===== config.mk =====
export PLATFORM = sky130hd
export DESIGN_NAME = spi_irq_ctrl
export DESIGN_NICKNAME = d
export VERILOG_FILES = /design/src/rtl/spi_irq_pkg.sv /design/src/rtl/spi_irq_sticky.sv /design/src/rtl/spi_irq_level.sv /design/src/rtl/spi_irq_cfg.sv /design/src/rtl/spi_irq_ctrl.sv
export SDC_FILE = /design/constraint.sdc
export NUM_CORES = 1
export LEC_CHECK = 0
export BUFFER_PORTS_ARGS = -buffer_cell sky130_fd_sc_hd__buf_4
export CORE_MARGIN = 1
export CORE_UTILIZATION = 30
export DETAILED_ROUTE_END_ITERATION = 8
export GPL_ROUTABILITY_DRIVEN = 0
export SKIP_LAST_GASP = 1
export SYNTH_ARGS = -nofsm -noshare
export SYNTH_HDL_FRONTEND = slang
export SYNTH_SLANG_ARGS = --single-unit
export TNS_END_PERCENT = 50

===== constraint.sdc =====
create_clock -name clk_i -period 1.88 [get_ports clk_i]
set_input_delay 0.47 -clock clk_i [delete_from_list [all_inputs] [get_ports clk_i]]
set_output_delay 0.47 -clock clk_i [all_outputs]
set_load 0.02 [all_outputs]

===== src/rtl/spi_irq_pkg.sv =====
package spi_irq_pkg;
  localparam int STAT_W   = 7;
  localparam int N_STICKY = 3;
  localparam int ADDR_W   = 3;

  localparam int B_TX_UF   = 6;
  localparam int B_RX_FULL = 5;
  localparam int B_RX_NE   = 4;
  localparam int B_TX_FULL = 3;
  localparam int B_TX_NF   = 2;
  localparam int B_MODE_F  = 1;
  localparam int B_RX_OF   = 0;

  localparam logic [ADDR_W-1:0] A_STATUS  = 3'd0;
  localparam logic [ADDR_W-1:0] A_ENABLE  = 3'd1;
  localparam logic [ADDR_W-1:0] A_DISABLE = 3'd2;
  localparam logic [ADDR_W-1:0] A_MASK    = 3'd3;
  localparam logic [ADDR_W-1:0] A_TX_THR  = 3'd4;
  localparam logic [ADDR_W-1:0] A_RX_THR  = 3'd5;

  // sticky index -> status bit position
  function automatic int sticky_pos(input int idx);
    case (idx)
      0:       return B_RX_OF;
      1:       return B_MODE_F;
      default: return B_TX_UF;
    endcase
  endfunction
endpackage


===== src/rtl/spi_irq_sticky.sv =====
module spi_irq_sticky (
  input  logic clk_i,
  input  logic rst_ni,
  input  logic hold_i,
  input  logic set_i,
  input  logic clr_i,
  output logic q_o
);
  logic q_q;

  always_ff @(posedge clk_i or negedge rst_ni) begin
    if (!rst_ni)      q_q <= 1'b0;
    else if (!hold_i) q_q <= set_i | (q_q & ~clr_i);
  end

  assign q_o = q_q;

  AST_EVENT_WINS: assert property (@(posedge clk_i) disable iff (!rst_ni)
    (!hold_i && set_i) |=> q_o);
  AST_CLEAR_TAKES: assert property (@(posedge clk_i) disable iff (!rst_ni)
    (!hold_i && clr_i && !set_i) |=> !q_o);
  AST_STICKY_KEEP: assert property (@(posedge clk_i) disable iff (!rst_ni)
    (q_o && !clr_i) |=> q_o);
endmodule


===== src/rtl/spi_irq_level.sv =====
module spi_irq_level #(
  parameter int DEPTH = 32,
  parameter int LVL_W = $clog2(DEPTH + 1)
) (
  input  logic             clk_i,
  input  logic             rst_ni,
  input  logic             hold_i,
  input  logic [LVL_W-1:0] tx_level_i,
  input  logic [LVL_W-1:0] rx_level_i,
  input  logic [LVL_W-1:0] tx_thr_i,
  input  logic [LVL_W-1:0] rx_thr_i,
  output logic             rx_full_o,
  output logic             rx_ne_o,
  output logic             tx_full_o,
  output logic             tx_nf_o
);
  localparam logic [LVL_W-1:0] FULL_LVL = LVL_W'(DEPTH);

  logic [3:0] flags_d, flags_q;

  always_comb begin
    flags_d[3] = (rx_level_i == FULL_LVL);
    flags_d[2] = (rx_level_i >= rx_thr_i);
    flags_d[1] = (tx_level_i == FULL_LVL);
    flags_d[0] = (tx_level_i <  tx_thr_i);
  end

  always_ff @(posedge clk_i or negedge rst_ni) begin
    if (!rst_ni)      flags_q <= '0;
    else if (!hold_i) flags_q <= flags_d;
  end

  assign {rx_full_o, rx_ne_o, tx_full_o, tx_nf_o} = flags_q;

  AST_LEVEL_RANGE: assert property (@(posedge clk_i) disable iff (!rst_ni)
    (tx_level_i <= FULL_LVL) && (rx_level_i <= FULL_LVL));
  AST_RX_EMPTY_LOW: assert property (@(posedge clk_i) disable iff (!rst_ni)
    (!hold_i && rx_level_i == '0 && rx_thr_i != '0) |=> !rx_ne_o);
  AST_TX_FULL_NF: assert property (@(posedge clk_i) disable iff (!rst_ni)
    (!hold_i && tx_level_i == FULL_LVL && tx_thr_i <= FULL_LVL) |=> (tx_full_o && !tx_nf_o));
endmodule


===== src/rtl/spi_irq_cfg.sv =====
module spi_irq_cfg
  import spi_irq_pkg::*;
#(
  parameter int DATA_W = 32,
  parameter int LVL_W  = 6
) (
  input  logic              clk_i,
  input  logic              rst_ni,
  input  logic              wr_i,
  input  logic [ADDR_W-1:0] addr_i,
  input  logic [DATA_W-1:0] wdata_i,
  output logic [STAT_W-1:0] mask_o,
  output logic [LVL_W-1:0]  tx_thr_o,
  output logic [LVL_W-1:0]  rx_thr_o
);
  localparam logic [LVL_W-1:0] THR_RST = LVL_W'(1);

  logic [STAT_W-1:0] mask_q;
  logic [LVL_W-1:0]  tx_thr_q, rx_thr_q;
  logic              unused_wdata;

  assign unused_wdata = ^wdata_i;

  always_ff @(posedge clk_i or negedge rst_ni) begin
    if (!rst_ni) begin
      mask_q   <= '0;
      tx_thr_q <= THR_RST;
      rx_thr_q <= THR_RST;
    end else if (wr_i) begin
      case (addr_i)
        A_ENABLE:  mask_q   <= mask_q | wdata_i[STAT_W-1:0];
        A_DISABLE: mask_q   <= mask_q & ~wdata_i[STAT_W-1:0];
        A_TX_THR:  tx_thr_q <= wdata_i[LVL_W-1:0];
        A_RX_THR:  rx_thr_q <= wdata_i[LVL_W-1:0];
        default: ;
      endcase
    end
  end

  assign mask_o   = mask_q;
  assign tx_thr_o = tx_thr_q;
  assign rx_thr_o = rx_thr_q;

  AST_MASK_SET: assert property (@(posedge clk_i) disable iff (!rst_ni)
    (wr_i && addr_i == A_ENABLE) |=>
      ((mask_o & $past(wdata_i[STAT_W-1:0])) == $past(wdata_i[STAT_W-1:0])));
  AST_MASK_CLR: assert property (@(posedge clk_i) disable iff (!rst_ni)
    (wr_i && addr_i == A_DISABLE) |=> ((mask_o & $past(wdata_i[STAT_W-1:0])) == '0));
  AST_MASK_RO: assert property (@(posedge clk_i) disable iff (!rst_ni)
    (wr_i && addr_i == A_MASK) |=> $stable(mask_o));
endmodule


===== src/rtl/spi_irq_ctrl.sv =====
module spi_irq_ctrl
  import spi_irq_pkg::*;
#(
  parameter int DEPTH  = 32,
  parameter int DATA_W = 32,
  localparam int LVL_W = $clog2(DEPTH + 1)
) (
  input  logic              clk_i,
  input  logic              rst_ni,
  input  logic [ADDR_W-1:0] addr_i,
  input  logic              wr_i,
  input  logic              rd_i,
  input  logic [DATA_W-1:0] wdata_i,
  output logic [DATA_W-1:0] rdata_o,
  input  logic [LVL_W-1:0]  tx_level_i,
  input  logic [LVL_W-1:0]  rx_level_i,
  input  logic              tx_underflow_i,
  input  logic              rx_overflow_i,
  input  logic              mode_fail_i,
  input  logic              lin_read_i,
  output logic              irq_o
);
  logic [STAT_W-1:0]   status, mask;
  logic [LVL_W-1:0]    tx_thr, rx_thr;
  logic [N_STICKY-1:0] ev, sticky;
  logic                rd_clr, wr_clr;
  logic                irq_q;

  assign ev     = {tx_underflow_i, mode_fail_i, rx_overflow_i};
  assign rd_clr = rd_i && (addr_i == A_STATUS);
  assign wr_clr = wr_i && (addr_i == A_STATUS);

  spi_irq_cfg #(.DATA_W(DATA_W), .LVL_W(LVL_W)) u_cfg (
    .clk_i, .rst_ni, .wr_i, .addr_i, .wdata_i,
    .mask_o(mask), .tx_thr_o(tx_thr), .rx_thr_o(rx_thr)
  );

  for (genvar j = 0; j < N_STICKY; j++) begin : g_sticky
    localparam int POS = sticky_pos(j);
    spi_irq_sticky u_bit (
      .clk_i, .rst_ni,
      .hold_i(lin_read_i),
      .set_i (ev[j]),
      .clr_i (rd_clr | (wr_clr & wdata_i[POS])),
      .q_o   (sticky[j])
    );
    assign status[POS] = sticky[j];
  end

  spi_irq_level #(.DEPTH(DEPTH), .LVL_W(LVL_W)) u_level (
    .clk_i, .rst_ni,
    .hold_i    (lin_read_i),
    .tx_level_i, .rx_level_i,
    .tx_thr_i  (tx_thr),
    .rx_thr_i  (rx_thr),
    .rx_full_o (status[B_RX_FULL]),
    .rx_ne_o   (status[B_RX_NE]),
    .tx_full_o (status[B_TX_FULL]),
    .tx_nf_o   (status[B_TX_NF])
  );

  always_ff @(posedge clk_i or negedge rst_ni) begin
    if (!rst_ni)          irq_q <= 1'b0;
    else if (!lin_read_i) irq_q <= |(status & mask);
  end

  assign irq_o = irq_q;

  always_comb begin
    rdata_o = '0;
    case (addr_i)
      A_STATUS: rdata_o[STAT_W-1:0] = status;
      A_MASK:   rdata_o[STAT_W-1:0] = mask;
      A_TX_THR: rdata_o[LVL_W-1:0]  = tx_thr;
      A_RX_THR: rdata_o[LVL_W-1:0]  = rx_thr;
      default: ;
    endcase
  end

  AST_IRQ_TRACK: assert property (@(posedge clk_i) disable iff (!rst_ni)
    !$past(lin_read_i) |-> (irq_o == |($past(status & mask))));
  AST_FREEZE: assert property (@(posedge clk_i) disable iff (!rst_ni)
    lin_read_i |=> ($stable(status) && $stable(irq_o)));
  AST_RD_CLEARS: assert property (@(posedge clk_i) disable iff (!rst_ni)
    (rd_clr && !lin_read_i && ev == '0) |=> (sticky == '0));
endmodule


## Yosys cells after proc, flatten, opt, wreduce, memory -nomap -nowiden

Cells that the tools add are included.

| storage, ports and cells | value |
|---|---|
| register bits | 27 |
| bits in latches | 0 |
| RAM bits | 0 |
| ROM bits | 0 |
| bits of input ports | 55 |
| output and inout port bits | 33 |
| word-level logic and storage cells | 47 |
| memories kept | 0 |

| operators by class | value |
|---|---|
| $add $sub $neg | 0 |
| multiply operators | 0 |
| divide/modulo/power cells | 0 |
| order comparisons | 2 |
| eq/ne operators | 7 |
| shift operators | 0 |
| multiplexer cells | 3 |
| bitwise logic cells | 19 |
| reductions and logical operators | 8 |

Operators with widths:

| kind | number |
|---|---|
| $pmux 6 s4 | 1 |
| $and 7x7->7 | 2 |
| $pmux 7 s2 | 1 |
| $eq 6x6->1 const B | 2 |
| $not 7->7 | 1 |
| $or 7x7->7 | 1 |
| $reduce_or 7->1 | 1 |
| $and 1x1->1 | 6 |
| $eq 3x2->1 const B | 2 |
| $eq 3x3->1 const B | 2 |
| $ge 6x6->1 | 1 |
| $lt 6x6->1 | 1 |
| $or 1x1->1 | 6 |
| $reduce_and 2->1 | 3 |
| $eq 3x1->1 const B | 1 |
| $logic_not 3->1 | 1 |
| $not 1->1 | 3 |
| $logic_and 1x1->1 | 2 |
| $pmux 1 s2 | 1 |
| $reduce_bool 2->1 | 1 |

## Depth between registers and ports, before layout

| depth | value |
|---|---|
| word-level depth | 7 |
| mapped depth | 5 |
| depth with buffers taken out | 5 |

## By module

Synthesis repeated with hierarchy kept, for this count alone.

| second synthesis, totals | value |
|---|---|
| cell total of the unflattened synthesis | 195 |
| area total of the unflattened synthesis | 1,959.4 um^2 |

By module, submodules not included:

| module | times used | cells each | area an instance (um^2) | seq. area each (um^2) |
|---|---|---|---|---|
| spi_irq_cfg | 1 | 66 | 823.3 | 478.0 |
| spi_irq_ctrl | 1 | 68 | 540.5 | 25.0 |
| spi_irq_level | 1 | 49 | 464.2 | 100.1 |
| spi_irq_sticky | 3 | 4 | 43.8 | 25.0 |

## Worst setup path after synthesis

OpenSTA, ideal clock, no wires.

| path | value |
|---|---|
| path type | input-to-output |
| start | input port addr_i[0] |
| end | output port rdata_o[1] |
| arrival | 1,480 ps |
| required time | 1,410 ps |
| path slack | -70 ps |
| stages | 5 |
| path buffers | 2 |
| cells stage by stage | buf_4 > inv_1 > clkbuf_1 > nand2_1 > o22ai_1 |

| on the way | value |
|---|---|
| cells in the longest elaborated chain, start to end | 2 |
| elaborated cells on any way between the ends | 5 |
| classes of those cells | eq/ne: 3; mux: 1; reduce/logical: 1 |

RTL lines:

| element | line | source |
|---|---|---|
| start, declared | spi_irq_ctrl.sv:10 | `input logic [ADDR_W-1:0] addr_i,` |
| $eq 3x3->1 (tied with other cells) | spi_irq_ctrl.sv:71 | `case (addr_i)` |
| $pmux 6 s4 (*) | spi_irq_ctrl.sv:71 |  |
| end, declared | spi_irq_ctrl.sv:14 | `output logic [DATA_W-1:0] rdata_o,` |

Mark *: on every way between the ends. The rest lies on a longest branch, timed or not.

## Worst setup path after layout

| path | value |
|---|---|
| start | input port addr_i[1] |
| end | output port rdata_o[5] |

Same word-level chain as after synthesis.

==> summary.md <==
| Metric | Value |
|---|---|
| Worst reg2reg path startpoint | `u_cfg.rx_thr_o[4]` |
| Highest cell delay on the worst timing path | `220 ps` |
| Final count of hold timing violations | `0` |
| Vias in the first global route | `1,469` |
| Count of warnings emitted by yosys | `0` |
| Synth top area share | `33.49%` |
| Share of power burned in the clock network | `20.4%` |
| Drc violations | `0` |
| Type of the tightest min-delay check | `in2async` |
| Clock edge transition at the registers on the reported setup and hold paths | `90 ps` |
| Clock net sink count | `27` |
| Sequential share of the synthesized area | `36.30%` |
| Die outline height | `80.91 um` |
| Outcome | `complete, no violations` |
| Net switching fraction of the power | `32.74%` |
| Worst Setup Start Kind | `input pin` |
| Sum Neg Setup Slack | `0 ps` |
| Int Power | `1.079 mW` |
| Ports placed on the boundary | `88` |
| Period minus WS final | `1856 ps` |
| Dpl hpwl | `3606 um` |
| First-pass GRT wire length | `7003 um` |
| Worst Path Max Fanout | `7` |
| Required time at the endpoint of the critical path | `1410 ps` |
| Category of the critical setup timing path | `in2out` |
| Number of max-cap violations | `0` |
| Post-Syn Instances | `193` |
| Worst hold slack after final layout | `99.16 ps` |
| Static leakage | `1.075 nW` |
| Number of cells traversed by the worst register-to-register path | `6` |
| Via count normalized by instance count | `4.959` |
| Number of pins exceeding their max-slew limit in the final report | `0` |
| Filler instances | `608` |
| Number of clock buffers inserted by TritonCTS | `3` |
| Main flop type after synthesis | `dfrtp_1` |
| Worst setup EP type | `output port` |
| Setup slack of the worst register-to-register path | `450 ps` |
| Final core occ | `38.21%` |
| Largest cells by area after synthesis | `dfrtp_1 33%, buf_4 10%, ha_1 7.4%, mux2_2 6.0%, mux2_1 3.6%` |
| Placed Instances | `308` |
| Commonest non-fill, non-tap cell in the layout | `buf_4` |
| Total number of vias | `1,557` |
| Core outline area | `0.005956 sq mm` |
| Power share of the combinational group | `33.1%` |
| Max stage delay cell, worst path | `a22oi_1` |
| Global-route congestion overflow total | `0` |
| Highest-count cells in the layout ignoring fill and taps | `51 x buf_4, 25 x dfrtp_1, 25 x conb_1, 16 x inv_1, 11 x ha_1` |
| Starting utilization of the core area | `31.37%` |
| Cell area reported after detailed placement | `0.002216 sq mm` |
| Unique masters post-synth | `42` |
| Final non-filler cell total | `314` |
| Number of flops mapped to enable cells by yosys | `0` |
| Arrival time of data at the critical path endpoint | `1390 ps` |
| Number of buffers on the longest clock path | `2` |
| Final routed wire length divided by cell count | `14.41 um` |
| Pwr dens | `704.6 mW/mm^2` |
| Multi-input gate area in the final layout | `0.001016 sq mm` |
| Synthesized flop and latch total | `27` |
| Number of design-rule violations left by the first detailed-router iteration | `82` |
| Area Overhead vs Synth | `21.84%` |
| Max Freq | `538.9 MHz` |
| Sw Pwr | `0.5250 mW` |
| Post-detailed-route count of antenna-violating nets | `0` |
| Share of cells above drive strength 1 | `31.38%` |
| Cell type with the highest aggregate area in the netlist | `dfrtp_1` |
| Clock latency reported for the late side of the worst-skew pair | `270 ps` |
| Maximum clock skew at final layout | `5.636 ps` |
| Floorplan die area | `0.006546 sq mm` |
| Post-synthesis cell area | `0.001868 sq mm` |
| Final std cell area, no fill | `0.002276 sq mm` |
| Relative contribution of sequential cells to total power | `46.5%` |
| Tot GR Track Use | `14.32%` |
| Sequential cell area | `678.2 sq um` |
| Root Buffer Master | `clkbuf_8` |
| Crit-path most repeated cell | `buf_4` |
| Antenna diode count | `0` |
| Max VDD drop | `0.4058 mV` |
| Final WL | `4526 um` |
| Number of H-tree levels | `1` |
| Port buffer count | `37` |
| Antenna violations before repair | `0` |
| Unrepaired setup endpoints after global routing | `true` |
| Capturing point of the worst reg2reg path | `u_level.flags_q[2]` |
| Fraction of the cycle the final worst path needs | `98.70%` |
| Number of iterations in the first detailed-routing pass | `4` |
| Setup violators final | `0` |
| Number of cell rows | `28` |
| Share of flip-flops with an asynchronous set or reset after synthesis | `100.0%` |
| Syn_area_per_cell | `9.679 sq um` |
| Worst-path cell chain | `buf_4, nor2b_1, buf_4, a22oi_1, o22ai_2, buf_4` |
| Nets | `306` |
| TritonCTS clock tree | `yes` |
| Largest net degree at the start of global routing | `28` |
| Die Span X | `80.91 um` |
[Yosys cell counts, types with 2 or more instances]
cell      count
a21oi_1      10
a22oi_1       8
a311oi_1      5
buf_2         4
buf_4        26
clkbuf_1      3
dfrtp_1      25
dfstp_2       2
ha_1         11
inv_1        16
mux2_1        6
mux2_2       10
mux2i_1       3
nand2_1       6
nand3_1       7
nand3b_1      2
nor2_1        7
nor2b_1       3
o21ai_0       9
o21ai_1       3
o22ai_1       3
o311ai_0      2
o41ai_1       2
or4b_1        2
[final cells by class]
| type | count | share of cell area, % |
|---|---|---|
| clock buffers | 4 | 1.979 |
| multi-input cells | 141 | 44.64 |
| well taps | 75 | 4.123 |
| flip-flops and latches | 27 | 29.80 |
| repair buffers | 51 | 16.82 |
| inverters | 16 | 2.639 |
[repair_timing]
action	in CTS	in global routing
hold buffers	0	0
endpoints found under the setup margin	1	6
setup buffers	0	2
endpoints found under the hold margin	0	0
resized for setup	1	2
[kinds of logic after synthesis]
family          synth area share (%)
mux                            11.25
compound gates                 18.02
fa+ha+maj                      7.368
simple gates                   11.52
flops                          36.30
buf+inv                        15.34
other cells                   0.2007
[per-stage QoR]
stage | total power [mW] | setup WS (ps)
floorplan | 1.112 | 41.01
global placement | 1.263 | -2.259
detailed placement | 1.273 | 6.122
CTS | 1.600 | 4.706
global route | 1.711 | -11.69
finish | 1.604 | 24.48
[power by group through the flow]
stage               Sequential (mW)  Clock (mW)  Combinational [mW]
floorplan                     0.727           0               0.385
global placement              0.754           0               0.509
detailed placement            0.757           0               0.516
CTS                           0.746       0.335               0.519
global route                  0.755       0.363               0.593
finish                        0.745       0.328               0.530
[worst max path at each step]
stage / startpoint / end / slack (ps) / cells past startpoint
after floorplan: addr_i[2] / rdata_o[0] / 40 / 4
after global placement: addr_i[0] / rdata_o[0] / -2 / 5
after detailed placement: addr_i[0] / rdata_o[2] / 6 / 5
after CTS: addr_i[0] / rdata_o[2] / 5 / 5
after global routing: addr_i[1] / rdata_o[5] / -10 / 6
final: addr_i[1] / rdata_o[5] / 20 / 6
[layer usage]
metal	global-route usage [%]	vias up	routed length [um]
met5	0	-	0
met4	3.929	0	47
met3	3.596	5	265
met2	24.62	62	2198
met1	17.67	741	2014
li1	-	749	-
[worst max-delay path: cells and delay by family]
family          cells  cell delay, ps
buf+inv             3             460
compound gates      2             340
simple gates        1             120
(Power assumes the default switching activity.)
